--- config.mk ---
export PLATFORM = sky130hd
export DESIGN_NAME = stdp_pulse_gen
export DESIGN_NICKNAME = d
export VERILOG_FILES = /design/src/rtl/stdp_pkg.sv /design/src/rtl/stdp_evt_gate.sv /design/src/rtl/stdp_width_timer.sv /design/src/rtl/stdp_flag_ctrl.sv /design/src/rtl/stdp_pulse_gen.sv
export SDC_FILE = /design/constraint.sdc
export NUM_CORES = 1
export LEC_CHECK = 0
export ABC_AREA = 1
export BUFFER_PORTS_ARGS = -buffer_cell sky130_fd_sc_hd__buf_2
export CAP_MARGIN = 10
export CORE_MARGIN = 1.5
export CORE_UTILIZATION = 45
export DETAILED_ROUTE_END_ITERATION = 8
export PLACE_DENSITY = 0.8
export SYNTH_ARGS = -nofsm -noshare
export SYNTH_HDL_FRONTEND = slang
export SYNTH_SLANG_ARGS = --single-unit
--- constraint.sdc ---
create_clock -name clk -period 1.6 [get_ports clk]
set_input_delay 0.24 -clock clk [delete_from_list [all_inputs] [get_ports clk]]
set_output_delay 0.24 -clock clk [all_outputs]
set_load 0.03 [all_outputs]
--- src/rtl/stdp_pkg.sv ---
package stdp_pkg;

    typedef enum logic [1:0] {
        RATE_64HZ = 2'd0,
        RATE_SEC  = 2'd1,
        RATE_MIN  = 2'd2,
        RATE_HOUR = 2'd3
    } rate_e;

    typedef struct packed {
        logic hz64;
        logic sec;
        logic min;
        logic hour;
    } evt_s;

    typedef struct packed {
        logic irq_mode;
        logic mask;
        logic stop;
    } ctrl_s;

    function automatic logic pick_event(input evt_s ev, input rate_e r);
        logic hit;
        case (r)
            RATE_64HZ: hit = ev.hz64;
            RATE_SEC:  hit = ev.sec;
            RATE_MIN:  hit = ev.min;
            default:   hit = ev.hour;
        endcase
        return hit;
    endfunction

endpackage

--- src/rtl/stdp_evt_gate.sv ---
module stdp_evt_gate
    import stdp_pkg::*;
(
    input  evt_s  events,
    input  rate_e rate,
    input  ctrl_s ctrl,
    input  logic  pending,
    output logic  accept
);
    logic chosen;
    logic frozen;

    always_comb begin
        chosen = pick_event(events, rate);
        frozen = ctrl.stop && !ctrl.irq_mode;
        accept = chosen && !ctrl.mask && !frozen && !pending;
    end
endmodule

--- src/rtl/stdp_width_timer.sv ---
module stdp_width_timer #(
    parameter int PULSE_TICKS = 256
) (
    input  logic clk,
    input  logic rst,
    input  logic load,
    input  logic run,
    output logic expire
);
    localparam int CW = (PULSE_TICKS > 2) ? $clog2(PULSE_TICKS) : 1;
    localparam logic [CW-1:0] LOAD_VAL = CW'(PULSE_TICKS - 1);

    logic [CW-1:0] remain;

    assign expire = run && (remain == '0);

    always_ff @(posedge clk) begin
        if (rst) begin
            remain <= '0;
        end else if (load) begin
            remain <= LOAD_VAL;
        end else if (run && remain != '0) begin
            remain <= remain - 1'b1;
        end
    end
endmodule

--- src/rtl/stdp_flag_ctrl.sv ---
module stdp_flag_ctrl (
    input  logic clk,
    input  logic rst,
    input  logic sw_clear,
    input  logic expire,
    input  logic accept,
    output logic flag
);
    always_ff @(posedge clk) begin
        if (rst) begin
            flag <= 1'b0;
        end else if (sw_clear || expire) begin
            flag <= 1'b0;
        end else if (accept) begin
            flag <= 1'b1;
        end
    end
endmodule

--- src/rtl/stdp_pulse_gen.sv ---
module stdp_pulse_gen
    import stdp_pkg::*;
#(
    parameter int PULSE_TICKS = 256
) (
    input  logic       clk,
    input  logic       rst,
    input  logic       tick_en,
    input  logic       evt_64hz,
    input  logic       evt_sec,
    input  logic       evt_min,
    input  logic       evt_hour,
    input  logic [1:0] rate_sel,
    input  logic       irq_mode,
    input  logic       mask,
    input  logic       stop,
    input  logic       irq_wr,
    input  logic       irq_wr_data,
    output logic       pulse_n,
    output logic       irq_flag
);
    evt_s  events;
    ctrl_s ctrl;
    logic  flag_q;
    logic  accept;
    logic  expire;
    logic  sw_clear;
    logic  timer_run;

    always_comb begin
        events    = '{hz64: evt_64hz, sec: evt_sec, min: evt_min, hour: evt_hour};
        ctrl      = '{irq_mode: irq_mode, mask: mask, stop: stop};
        sw_clear  = irq_wr && !irq_wr_data;
        timer_run = flag_q && tick_en && !ctrl.irq_mode && !ctrl.stop;
    end

    stdp_evt_gate u_gate (
        .events (events),
        .rate   (rate_e'(rate_sel)),
        .ctrl   (ctrl),
        .pending(flag_q),
        .accept (accept)
    );

    stdp_width_timer #(.PULSE_TICKS(PULSE_TICKS)) u_timer (
        .clk   (clk),
        .rst   (rst),
        .load  (accept),
        .run   (timer_run),
        .expire(expire)
    );

    stdp_flag_ctrl u_flag (
        .clk     (clk),
        .rst     (rst),
        .sw_clear(sw_clear),
        .expire  (expire),
        .accept  (accept),
        .flag    (flag_q)
    );

    assign irq_flag = flag_q;
    assign pulse_n  = ~flag_q;
endmodule

# After elaboration in Yosys (flattened, before gate mapping)
# Cells that the tools add are included.
[word_totals]
register_bits = 9
in_bits = 14
output_inout_bits = 2
[op_classes]
n_addsub = 1
n_eq_ne = 2
n_mux = 3
bitwise = 1
reduce_logical = 22
[op_table]
columns = ["operator", "n"]
rows = [
  ["$mux 8", 2],
  ["$logic_and 1x1->1", 10],
  ["$logic_not 8->1", 1],
  ["$reduce_bool 8->1", 1],
  ["$sub 8x1->8 const B", 1],
  ["$logic_not 1->1", 6],
  ["$pmux 1 s3", 1],
  ["$eq 2x1->1 const B", 1],
  ["$eq 2x2->1 const B", 1],
  ["$logic_not 2->1", 1],
  ["$reduce_bool 2->1", 1],
  ["$reduce_or 2->1", 1],
  ["$logic_or 1x1->1", 1],
  ["$not 1->1", 1],
]

# Depth between registers and ports, before layout
# Gate-level depths: netlist of run 1.
[logic_depth]
word_depth = 6
mapped_depth = 10

# Cells and area by module
# A second synthesis of run 1 with hierarchy kept.
[hier_totals]
hier_cells = 116
hier_area_um2 = 706.9
[by_module_without_submodules]
columns = ["mod", "n_inst", "cells_each", "area_per_inst_um2", "seq_area_each_um2"]
rows = [
  ["stdp_width_timer", 1, 84, 564.3, 160.2],
  ["stdp_evt_gate", 1, 18, 73.8, 0.0],
  ["stdp_flag_ctrl", 1, 6, 38.8, 20.0],
  ["stdp_pulse_gen", 1, 8, 30.0, 0.0],
]

# Least setup slack after synthesis of run 1
# No wires, ideal clock.
[synth_path]
path_kind = "register to register"
from = "register u_flag.flag"
to = "register u_timer.remain[2]"
setup_ps = 130
arrival_ps = 1455
required_time_ps = 1470
path_slack_ps = 14
path_stages_with_launch = 9
path_buffers = 1
synth_period_minus_slack_ps = 1586
cell_sequence = "dfxtp_1 clkinv_1 nand2_1 nor2_2 nand3_4 buf_6 nand2_1 nand2_1 a21oi_2"
[synth_between]
elab_chain_len = 5
[synth_rtl]
columns = ["item", "line", "text"]
rows = [
  ["from (decl)", "stdp_flag_ctrl.sv:7", "output logic flag"],
  ["from (signal assigned)", "stdp_flag_ctrl.sv:11", "flag <= 1'b0;"],
  ["from (signal assigned)", "stdp_flag_ctrl.sv:13", "flag <= 1'b0;"],
  ["from (signal assigned)", "stdp_flag_ctrl.sv:15", "flag <= 1'b1;"],
  ["$logic_and 1x1->1 (3 in a row)", "stdp_pulse_gen.sv:34", "timer_run = flag_q && tick_en && !ctrl.irq_mode && !ctrl.stop;"],
  ["$logic_and 1x1->1", "stdp_width_timer.sv:22", "end else if (run && remain != '0) begin"],
  ["$reduce_bool 2->1 (no source line)", "-", ""],
  ["to (signal assigned)", "stdp_width_timer.sv:23", "remain <= remain - 1'b1;"],
  ["to (decl)", "stdp_width_timer.sv:13", "logic [CW-1:0] remain;"],
]
# Parallel ways exist; a longest one is shown, timed or not.
# A chain may end at the register's enable or synchronous reset.

# Final worst setup path of run 1
[layout_path]
from = "register u_timer.remain[0]"
to = "register u_timer.remain[3]"
[layout_between]
elab_chain_len = 3
[layout_rtl]
columns = ["item", "line"]
rows = [
  ["$sub 8x1->8 / $reduce_bool 8->1 (equally long branches)", "stdp_width_timer.sv:23, stdp_width_timer.sv:22"],
  ["$mux 8 / $logic_and 1x1->1 (equally long branches)", "stdp_width_timer.sv:22"],
  ["$mux 8 / $reduce_bool 2->1 (equally long branches)", "-"],
]
# Parallel ways exist; a longest one is shown, timed or not. The select of a mux whose other input is x is not followed.

==> results of run 1 <==
-- routing by layer --
metal  track usage, %  up-vias
met5                0        -
met4             11.3        0
met3             2.59        5
met2             29.5       21
met1             22.9      297
li1                 -      364
-- how the worst max path moves through the flow --
stage | slack [ns] | startpoint | end | cells after the start
3_3_place_gp | 0.33 | u_timer.remain[0]$_SDFFE_PP0P_ | u_timer.remain[3]$_SDFFE_PP0P_ | 9
4_1_cts | 0.30 | u_timer.remain[0]$_SDFFE_PP0P_ | u_timer.remain[3]$_SDFFE_PP0P_ | 9
5_1_grt | 0.18 | u_timer.remain[0]$_SDFFE_PP0P_ | u_timer.remain[7]$_SDFFE_PP0P_ | 9
3_5_place_dp | 0.31 | u_timer.remain[0]$_SDFFE_PP0P_ | u_timer.remain[3]$_SDFFE_PP0P_ | 9
6_report | 0.29 | u_timer.remain[0]$_SDFFE_PP0P_ | u_timer.remain[3]$_SDFFE_PP0P_ | 9
2_1_floorplan | 0.01 | u_flag.flag$_SDFFE_PP0P_ | u_timer.remain[2]$_SDFFE_PP0P_ | 8
-- kinds of logic (layout without fill, tap and decap cells) --
kind of cell	after synthesis	after routing	share of synthesized area (%)
AO/OA/AOI/OAI	9	9	8.83
adder cells (fa/ha/maj)	2	2	3.60
buffers and inverters	18	35	10.8
XOR/XNOR	1	1	1.26
flip-flops	9	9	25.9
AND/OR/NAND/NOR	63	63	49.6
-- flip-flops by register name, summed over array words and instances (netlist names) --
signal and flops:
u_flag.flag 1, u_timer.remain 8
-- tightest hold or removal path, delay by kind of cell --
family                 cells  cell delay [ns]
buffers and inverters      2             0.13
AO/OA/AOI/OAI              1             0.09
-- cell type report --
type / instances / area share, %
clock buffer: 4 / 3.29
inverter: 16 / 7.51
multi-input combinational: 75 / 54.9
sequential: 9 / 22.5
tap: 15 / 2.35
timing repair buffer: 15 / 9.39
-- power by group --
group	internal, mW	switching (mW)	total [mW]	leakage [nW]
logic	0.109	0.166	0.275	0.303
registers	0.245	0.0219	0.267	0.0737
clock network	0.0964	0.0833	0.180	0.0150
-- placed cells by master, fill, tap and decap left out, types with 2 or more instances in the layout --
cell type / instances
sky130_fd_sc_hd__nand2_1: 27
sky130_fd_sc_hd__nand3_1: 16
sky130_fd_sc_hd__buf_2: 15
sky130_fd_sc_hd__inv_1: 14
sky130_fd_sc_hd__dfxtp_1: 9
sky130_fd_sc_hd__nor2_1: 7
sky130_fd_sc_hd__a21oi_1: 3
sky130_fd_sc_hd__a21oi_2: 3
sky130_fd_sc_hd__clkbuf_4: 3
sky130_fd_sc_hd__nor2_2: 2
sky130_fd_sc_hd__or2_1: 2
sky130_fd_sc_hd__nor2_4: 2
sky130_fd_sc_hd__nand2_4: 2
sky130_fd_sc_hd__nand4_1: 2
sky130_fd_sc_hd__ha_1: 2
==> impl_metrics.ini, run 1 <==
[logic_synthesis]
ys_async_sr_fraction_pct = 0
synth.yosys.seq_area_share_pct = 25.9
avgSynthCellArea_sq_um = 6.81
synth.net_count = 118
post_synth_main_area_contributors = sky130_fd_sc_hd__dfxtp_1 26%, sky130_fd_sc_hd__nand2_1 15%, sky130_fd_sc_hd__nand3_1 12%
yosys.cell_count.top_type = sky130_fd_sc_hd__nand2_1
synth_commonest_cells = 27 x sky130_fd_sc_hd__nand2_1, 16 x sky130_fd_sc_hd__nand3_1, 14 x sky130_fd_sc_hd__inv_1, 9 x sky130_fd_sc_hd__dfxtp_1, 7 x sky130_fd_sc_hd__nor2_1
synthFlopType = sky130_fd_sc_hd__dfxtp_1
post_synth_instance_area_sq_um = 694
post_synth_inst_count = 102
synthesis.yosys.warnings = 0
edff_count_synth = 0
ys_seq_elements = 9
netlist.area_leader.share_pct = 25.9
yosys.area.top_type = sky130_fd_sc_hd__dfxtp_1
number_of_different_library_cells_in_the_post_synthesis_netlist = 24

[worst_setup_path]
critPathSlowestCell = sky130_fd_sc_hd__dfxtp_1
reg2regPathDepth = 9
required_ns = 1.75
cp_top_family = simple AND/OR/NAND/NOR gates
worst-r2r-setup-slack_ns = 0.29
cp.arrival_ns = 1.46
critical_path.reg2reg.endpoint = u_timer.remain[3]$_SDFFE_PP0P_
critPathMaxStageDelay_ns = 0.31
worst_setup_path_start_kind = flop
crit_path_cell_trace = inv_1 > ha_1 > nand2_1 > nor2_4 > nand2_4 > nand2_8 > nand2_4 > nand2_1 > a21oi_2
path_max_fanout = 8
buffers_and_inverters_on_the_worst_path = 1
worst_r2r_startpoint = u_timer.remain[0]$_SDFFE_PP0P_
setup.worst_path.class = reg2reg
endpoint_kind = flop

[layout]
utilization_pct = 58.5
final-instance-count-excl-fill = 134
multiInputGateArea_sq_um = 439
fill_cells = 135
drive_above_1_share_pct = 26.1
synthToLayoutAreaGrowth_pct = 15.1
area.sequential_sq_um = 180
insertedDiodeCount = 0
nNetsFinal = 136
total_non_filler_cell_area_in_the_finished_layout_sq_um = 800

[timing]
post-route-worst-setup-slack_ns = 0.291
finalSetupViolCount = 0
slew-limit-headroom_pct = 74.8
final.setup_skew_ns = 0.00526
fin_tns_setup_ns = 0
final_report_max_slew_violation_count = 0
period_needed_ns = 1.31
tightest_slew_ns = 0.377
highest_clock_frequency_the_design_can_meet_mhz = 764
hold_viol_final = 0
layout_worst_path_cycle_share_pct = 81.8
rsz0062_at_grt = false
fin_worst_hold_slack_ns = 0.224

[flow_run]
max-cap-violations = 0

[placed_design]
dpl_worst_slack_ns = 0.306
placed_instance_area_sq_um = 773
placedCellCount = 130
detailedPlacementHpwl_microns = 1100
globalplace.congestion = 0.856
numPortBuffers = 15

[clocking]
clock_tree.htree_level_count = 1
post_cts_resize_count = 0
ctsRootBufferMaster = sky130_fd_sc_hd__clkbuf_4
worst_setup_hold_path_clk_slew_ns = 0.06
holdBufCountCts = 0
post_cts_setup_driven_buffer_insertion_count = 0
clkLatencyLatePin_ns = 0.27
clock_tree.buffer_depth = 2
clock_sinks = 9
tritoncts = built
tritoncts.num_buffers = 3

[power]
power.static_leakage_nw = 0.392
power_density_nw_per_um2 = 902
power.ir.vdd_worst_v = 0.000662
total_power_mw = 0.721

[global_route]
vias_in_the_first_global_route = 602
overflow = 0
number_of_antenna_violations_at_the_first_check_in_global_routing = 0
grt_max_degree = 16
grt_first_pass_wirelength_microns = 2500
globalRouteTotalUtil_pct = 18.4

[floorplan]
dieWidth_microns = 42.3
core_region_area_sq_um = 1370
core.rowCount = 13
design.die.area_sq_um = 1790
initial_core_util_pct = 50.8
fp.dieH_microns = 42.3
pin_count = 16

[hold_path]
whs_path_depth = 3
timing.hold.worst.start = irq_wr_data
min_path_type = in2reg
worst_hold_path.endpoint = u_flag.flag$_SDFFE_PP0P_

[route]
detailroute.wirelength.met2_microns = 663
routedLengthMet1_microns = 605
detail-route-antenna-nets = 0
detailroute.via_count = 687
met3RoutedLength_microns = 72
drc = 0
detail_route.vias_per_cell = 5.13
wirelength_per_cell_microns = 10.4
initialDrtViolationCount = 16
finalWirelength_microns = 1390
detailedRoute.firstPassIterationCount = 4
topRoutingLayerUsed = met4

[outcome]
status = completed
Power figures use the tool's default switching activity.
==> inputs of run 2 (changes only) <==
--- a/config.mk
+++ b/config.mk
@@ -11,7 +11,7 @@
 export CORE_MARGIN = 1.5
 export CORE_UTILIZATION = 45
 export DETAILED_ROUTE_END_ITERATION = 8
-export PLACE_DENSITY = 0.8
+export PLACE_DENSITY = 0.82
 export SYNTH_ARGS = -nofsm -noshare
 export SYNTH_HDL_FRONTEND = slang
 export SYNTH_SLANG_ARGS = --single-unit
==> constraint.sdc (replaced) <==
create_clock -name clk -period 1.2 [get_ports clk]
set_input_delay 0.18 -clock clk [delete_from_list [all_inputs] [get_ports clk]]
set_output_delay 0.18 -clock clk [all_outputs]
set_load 0.03 [all_outputs]
==> run 2 against run 1 <==
Effect of this change: the run now ends with negative setup slack left; hold slack worse by 0.059 ns; setup slack worse by 0.35 ns; die area stayed put; fmax is 4.0% higher; critical path type unchanged; critical endpoint unchanged; largest power group unchanged.
==> impl_metrics.ini, run 2 (synthesized netlist as in run 1, its figures left out) <==
[outcome]
status = finished with violations
failing_checks = negative setup slack

[route]
detailedRoute.firstPassIterationCount = 4
wirelength_per_cell_microns = 13.8
detailroute.via_count = 765
drc = 0
met3RoutedLength_microns = 96
initialDrtViolationCount = 21
detailroute.wirelength.met2_microns = 1020
topRoutingLayerUsed = met4
detail-route-antenna-nets = 0
detail_route.vias_per_cell = 5.28
finalWirelength_microns = 2000
routedLengthMet1_microns = 851

[global_route]
globalRouteTotalUtil_pct = 25.3
grt_first_pass_wirelength_microns = 3380
vias_in_the_first_global_route = 721
grt_max_degree = 9
number_of_antenna_violations_at_the_first_check_in_global_routing = 0
overflow = 0

[layout]
final-instance-count-excl-fill = 145
largest_register_ff_count = 8
synthToLayoutAreaGrowth_pct = 46.1
layout_common_cells = 19 x sky130_fd_sc_hd__nand2_1, 15 x sky130_fd_sc_hd__nand3_1, 15 x sky130_fd_sc_hd__buf_2
fill_cells = 99
drive_above_1_share_pct = 50.0
nNetsFinal = 147
insertedDiodeCount = 0
largest_register = u_timer.remain
final_common_cell = sky130_fd_sc_hd__nand2_1
reg_top3 = u_timer.remain x8, u_flag.flag x1
utilization_pct = 74.3

[worst_setup_path]
critPathSlowestCell = sky130_fd_sc_hd__dfxtp_2
cp.arrival_ns = 1.46
critPathMaxStageDelay_ns = 0.32
setup.worst_path.class = reg2reg
worst_setup_path_start_kind = flop
crit_path_cell_trace = inv_2 > ha_4 > nand2_4 > nor2_4 > nand2_4 > nand2_8 > nand3_1 > a21oi_2
reg2regPathDepth = 8
worstSetupPathDepth = 8
buffers_and_inverters_on_the_worst_path = 1
required_ns = 1.40
path_max_fanout = 8
endpoint_kind = flop
crit_path_frequent_cell = sky130_fd_sc_hd__nand2_4
cp_top_family = simple AND/OR/NAND/NOR gates

[timing]
layout_worst_path_cycle_share_pct = 105
final_report_max_slew_violation_count = 0
period_needed_ns = 1.26
hold_viol_final = 0
finalSetupViolCount = 7
highest_clock_frequency_the_design_can_meet_mhz = 795
final.setup_skew_ns = 0.00148
tightest_slew_ns = 0.218
slew-limit-headroom_pct = 85.4
fin_tns_setup_ns = -0.263
rsz0062_at_grt = true
post-route-worst-setup-slack_ns = -0.0585

[clocking]
holdBufCountCts = 0
clock_sinks = 9
tritoncts = built
tritoncts.num_buffers = 3
clkLatencyLatePin_ns = 0.27
clock_tree.buffer_depth = 2
ctsRootBufferMaster = sky130_fd_sc_hd__clkbuf_4
clock_tree.htree_level_count = 1
worst_setup_hold_path_clk_slew_ns = 0.06

[power]
power.static_leakage_nw = 0.471
power_density_nw_per_um2 = 1120
power.ir.vdd_worst_v = 0.000851

[placed_design]
numPortBuffers = 15
placedCellCount = 138
detailedPlacementHpwl_microns = 1260
globalplace.congestion = 0.815

[floorplan]
pin_count = 16
initial_core_util_pct = 50.8
fp.dieH_microns = 42.3
core_region_area_sq_um = 1370
design.die.area_sq_um = 1790
core.rowCount = 13
dieWidth_microns = 42.3

[flow_run]
max-cap-violations = 0

[hold_path]
whs_path_depth = 3
min_path_type = in2reg
## run 2: cell type report
cell class | count | area [sq um] | share of cell area [%]
inverters | 16 | 67.6 | 6.66
well taps | 15 | 18.8 | 1.85
repair buffers | 25 | 163 | 16.0
flip-flops and latches | 9 | 188 | 18.5
multi-input cells | 76 | 552 | 54.4
clock buffers | 4 | 26.3 | 2.59
## run 2: power breakdown
part           internal, mW  switching [mW]  leakage [nW]
clock network         0.129           0.115        0.0150
registers             0.328          0.0307        0.0756
logic                 0.229           0.310         0.380
total                 0.685           0.455         0.471
## run 2: metal layers
| layer | vias to the layer above | global-route usage [%] |
|---|---|---|
| met4 | 0 | 7.50 |
| met1 | 347 | 31.4 |
| li1 | 384 | - |
| met2 | 29 | 43.7 |
| met5 | - | 0 |
| met3 | 5 | 4.74 |
## run 2: path summary, 6_finish.rpt
path	start	endpoint	slack, ns
worst max-delay path	u_timer.remain[1]$_SDFFE_PP0P_	u_timer.remain[3]$_SDFFE_PP0P_	-0.06
worst min-delay path	irq_wr_data	u_flag.flag$_SDFFE_PP0P_	0.17
worst max register to register	u_timer.remain[1]$_SDFFE_PP0P_	u_timer.remain[3]$_SDFFE_PP0P_	-0.06
worst min register to register	u_timer.remain[0]$_SDFFE_PP0P_	u_timer.remain[0]$_SDFFE_PP0P_	0.52
## run 2: tightest hold or removal path: stages
cell,delay [ns]
sky130_fd_sc_hd__buf_2,0.08
sky130_fd_sc_hd__o2111ai_1,0.09
sky130_fd_sc_hd__inv_1,0.05
## run 2: through the flow
step	cell area, sq um	hold slack (ns)	setup slack (ns)	total power [mW]
finish	1010	0.165	-0.0585	1.14
global route	1010	0.201	-0.108	1.22
CTS	967	0.172	-0.00508	1.07
detailed placement	847	0.445	-0.121	0.781
global placement	847	0.426	-0.0535	0.762
floorplan	708	0.337	-0.0262	0.661
## run 2: timing repair
item,in CTS,in global routing
cloned,1,0
resized for setup,16,14
pin swaps,5,3
buffers inserted,2,0
setup endpoints to repair,9,9
==> inputs of run 3 (changes only) <==
--- a/config.mk
+++ b/config.mk
@@ -12,6 +12,7 @@
 export CORE_UTILIZATION = 45
 export DETAILED_ROUTE_END_ITERATION = 8
 export PLACE_DENSITY = 0.82
+export REMOVE_ABC_BUFFERS = 1
 export SYNTH_ARGS = -nofsm -noshare
 export SYNTH_HDL_FRONTEND = slang
 export SYNTH_SLANG_ARGS = --single-unit
==> run 3 against run 2 <==
Effect of this change: the flow still finishes with violations (negative setup slack); flip-flop and latch count unchanged; largest cell class unchanged; total power up 2.5%; critical endpoint is now u_timer.remain[7]$_SDFFE_PP0P_; highest routed layer unchanged; critical path depth fell by 1.
==> impl_metrics.ini, run 3 (synthesized netlist as in run 1, its figures left out) <==
[layout]
drive_above_1_share_pct = 53.4
largest_register_ff_count = 8
reg_top3 = u_timer.remain x8, u_flag.flag x1
nNetsFinal = 148
synthToLayoutAreaGrowth_pct = 49.0
insertedDiodeCount = 0
layout_common_cells = 19 x sky130_fd_sc_hd__nand2_1, 14 x sky130_fd_sc_hd__buf_2, 12 x sky130_fd_sc_hd__inv_1, 12 x sky130_fd_sc_hd__nand3_1, 11 x sky130_fd_sc_hd__buf_4
total_non_filler_cell_area_in_the_finished_layout_sq_um = 1030
final-instance-count-excl-fill = 146
final_common_cell = sky130_fd_sc_hd__nand2_1
largest_register = u_timer.remain

[hold_path]
min_path_type = in2reg
worst_hold_path.endpoint = u_flag.flag$_SDFFE_PP0P_
whs_path_depth = 3
timing.hold.worst.start = irq_wr_data

[power]
power.ir.vdd_worst_v = 0.000771
power.static_leakage_nw = 0.485
power_density_nw_per_um2 = 1130

[worst_setup_path]
required_ns = 1.35
cp.arrival_ns = 1.40
reg2regPathDepth = 7
critical_path.reg2reg.endpoint = u_timer.remain[7]$_SDFFE_PP0P_
endpoint_kind = flop
worst-r2r-setup-slack_ns = -0.05
worst_r2r_startpoint = u_timer.remain[1]$_SDFFE_PP0P_
setup.worst_path.start = u_timer.remain[1]$_SDFFE_PP0P_
path_max_fanout = 5
setup.worst_path.class = reg2reg
worst_setup_path_start_kind = flop

[placed_design]
dpl_worst_slack_ns = -0.0361
placedCellCount = 139
detailedPlacementHpwl_microns = 1160
placed_instance_area_sq_um = 853
globalplace.congestion = 0.843
numPortBuffers = 15

[route]
finalWirelength_microns = 2060
drc = 0
wirelength_per_cell_microns = 14.1
detail-route-antenna-nets = 0
initialDrtViolationCount = 20
detailroute.via_count = 796
detail_route.vias_per_cell = 5.45
detailedRoute.firstPassIterationCount = 4

[timing]
hold_viol_final = 0
final_report_max_slew_violation_count = 0
period_needed_ns = 1.25
tightest_slew_ns = 0.227
layout_worst_path_cycle_share_pct = 104
rsz0062_at_grt = true
finalSetupViolCount = 6
highest_clock_frequency_the_design_can_meet_mhz = 803
post-route-worst-setup-slack_ns = -0.0456
final.setup_skew_ns = 0.00523
slew-limit-headroom_pct = 84.8

[global_route]
vias_in_the_first_global_route = 616
grt_first_pass_wirelength_microns = 2580
overflow = 0
globalRouteTotalUtil_pct = 19.3
number_of_antenna_violations_at_the_first_check_in_global_routing = 0
grt_max_degree = 16

[outcome]
failing_checks = negative setup slack
status = finished with violations

[clocking]
holdBufCountCts = 0
clock_sinks = 9
worst_setup_hold_path_clk_slew_ns = 0.06
tritoncts.num_buffers = 3
ctsRootBufferMaster = sky130_fd_sc_hd__clkbuf_4
clock_tree.buffer_depth = 2
clock_tree.htree_level_count = 1
tritoncts = built
clkLatencyLatePin_ns = 0.27

[floorplan]
design.die.area_sq_um = 1790
fp.dieH_microns = 42.3
pin_count = 16
initial_core_util_pct = 50.8
core.rowCount = 13
core_region_area_sq_um = 1370
dieWidth_microns = 42.3

[flow_run]
max-cap-violations = 0
[run 3: cell type report]
type	count	area (sq um)
multi-input combinational	76	567
timing repair buffer	26	173
clock buffer	4	26.3
tap	15	18.8
sequential	9	185
inverter	16	65.1
fill	104	332
[run 3: how the worst max path moves through the flow]
stage,cells past startpoint,end
6_report,7,u_timer.remain[7]$_SDFFE_PP0P_
4_1_cts,9,u_timer.remain[7]$_SDFFE_PP0P_
5_1_grt,9,u_timer.remain[3]$_SDFFE_PP0P_
2_1_floorplan,7,u_timer.remain[3]$_SDFFE_PP0P_
3_3_place_gp,9,u_timer.remain[1]$_SDFFE_PP0P_
3_5_place_dp,9,u_timer.remain[7]$_SDFFE_PP0P_
[run 3: worst max-delay path: stages, from the launching register on]
cell,delay (ns)
sky130_fd_sc_hd__dfxtp_2,0.33
sky130_fd_sc_hd__buf_4,0.14
sky130_fd_sc_hd__nor2_4,0.10
sky130_fd_sc_hd__nand2_4,0.08
sky130_fd_sc_hd__o21ai_0,0.20
sky130_fd_sc_hd__nand3_1,0.13
sky130_fd_sc_hd__nand2_2,0.09
sky130_fd_sc_hd__a21oi_2,0.05
[run 3: timing repair]
action	in CTS	in global routing
pin swaps	1	18
setup endpoints to repair	8	10
buffers inserted	1	1
gates cloned	0	1
gates resized for setup	8	31
[run 3: routing by layer]
layer / global-route usage, % / part of all wire, % / up-vias / routed length (microns)
met5: 0 / 0 / - / 0
li1: - / - / 387 / -
met4: 7.50 / 2.9 / 0 / 59
met3: 5.17 / 8.1 / 7 / 167
met2: 32.6 / 49 / 37 / 1000
met1: 23.1 / 40 / 365 / 829
[run 3: through the flow]
stage | power, mW | utilization [%] | hold slack (ns) | TNS [ns]
2_1_floorplan | 0.648 | - | 0.242 | -2.69
3_3_place_gp | 0.759 | 62.5 | 0.423 | -0.0429
3_5_place_dp | 0.770 | 62.5 | 0.435 | -0.226
4_1_cts | 1.04 | 66.1 | 0.159 | -0.0125
5_1_grt | 1.23 | 75.7 | 0.182 | -0.805
6_report | 1.17 | 75.7 | 0.152 | -0.181
[run 3: report_power, final]
| part | leakage, nW | internal [mW] | switching [mW] |
|---|---|---|---|
| Sequential | 0.0753 | 0.329 | 0.0317 |
| Clock | 0.0150 | 0.129 | 0.114 |
| Combinational | 0.395 | 0.240 | 0.324 |
| Total | 0.485 | 0.698 | 0.470 |
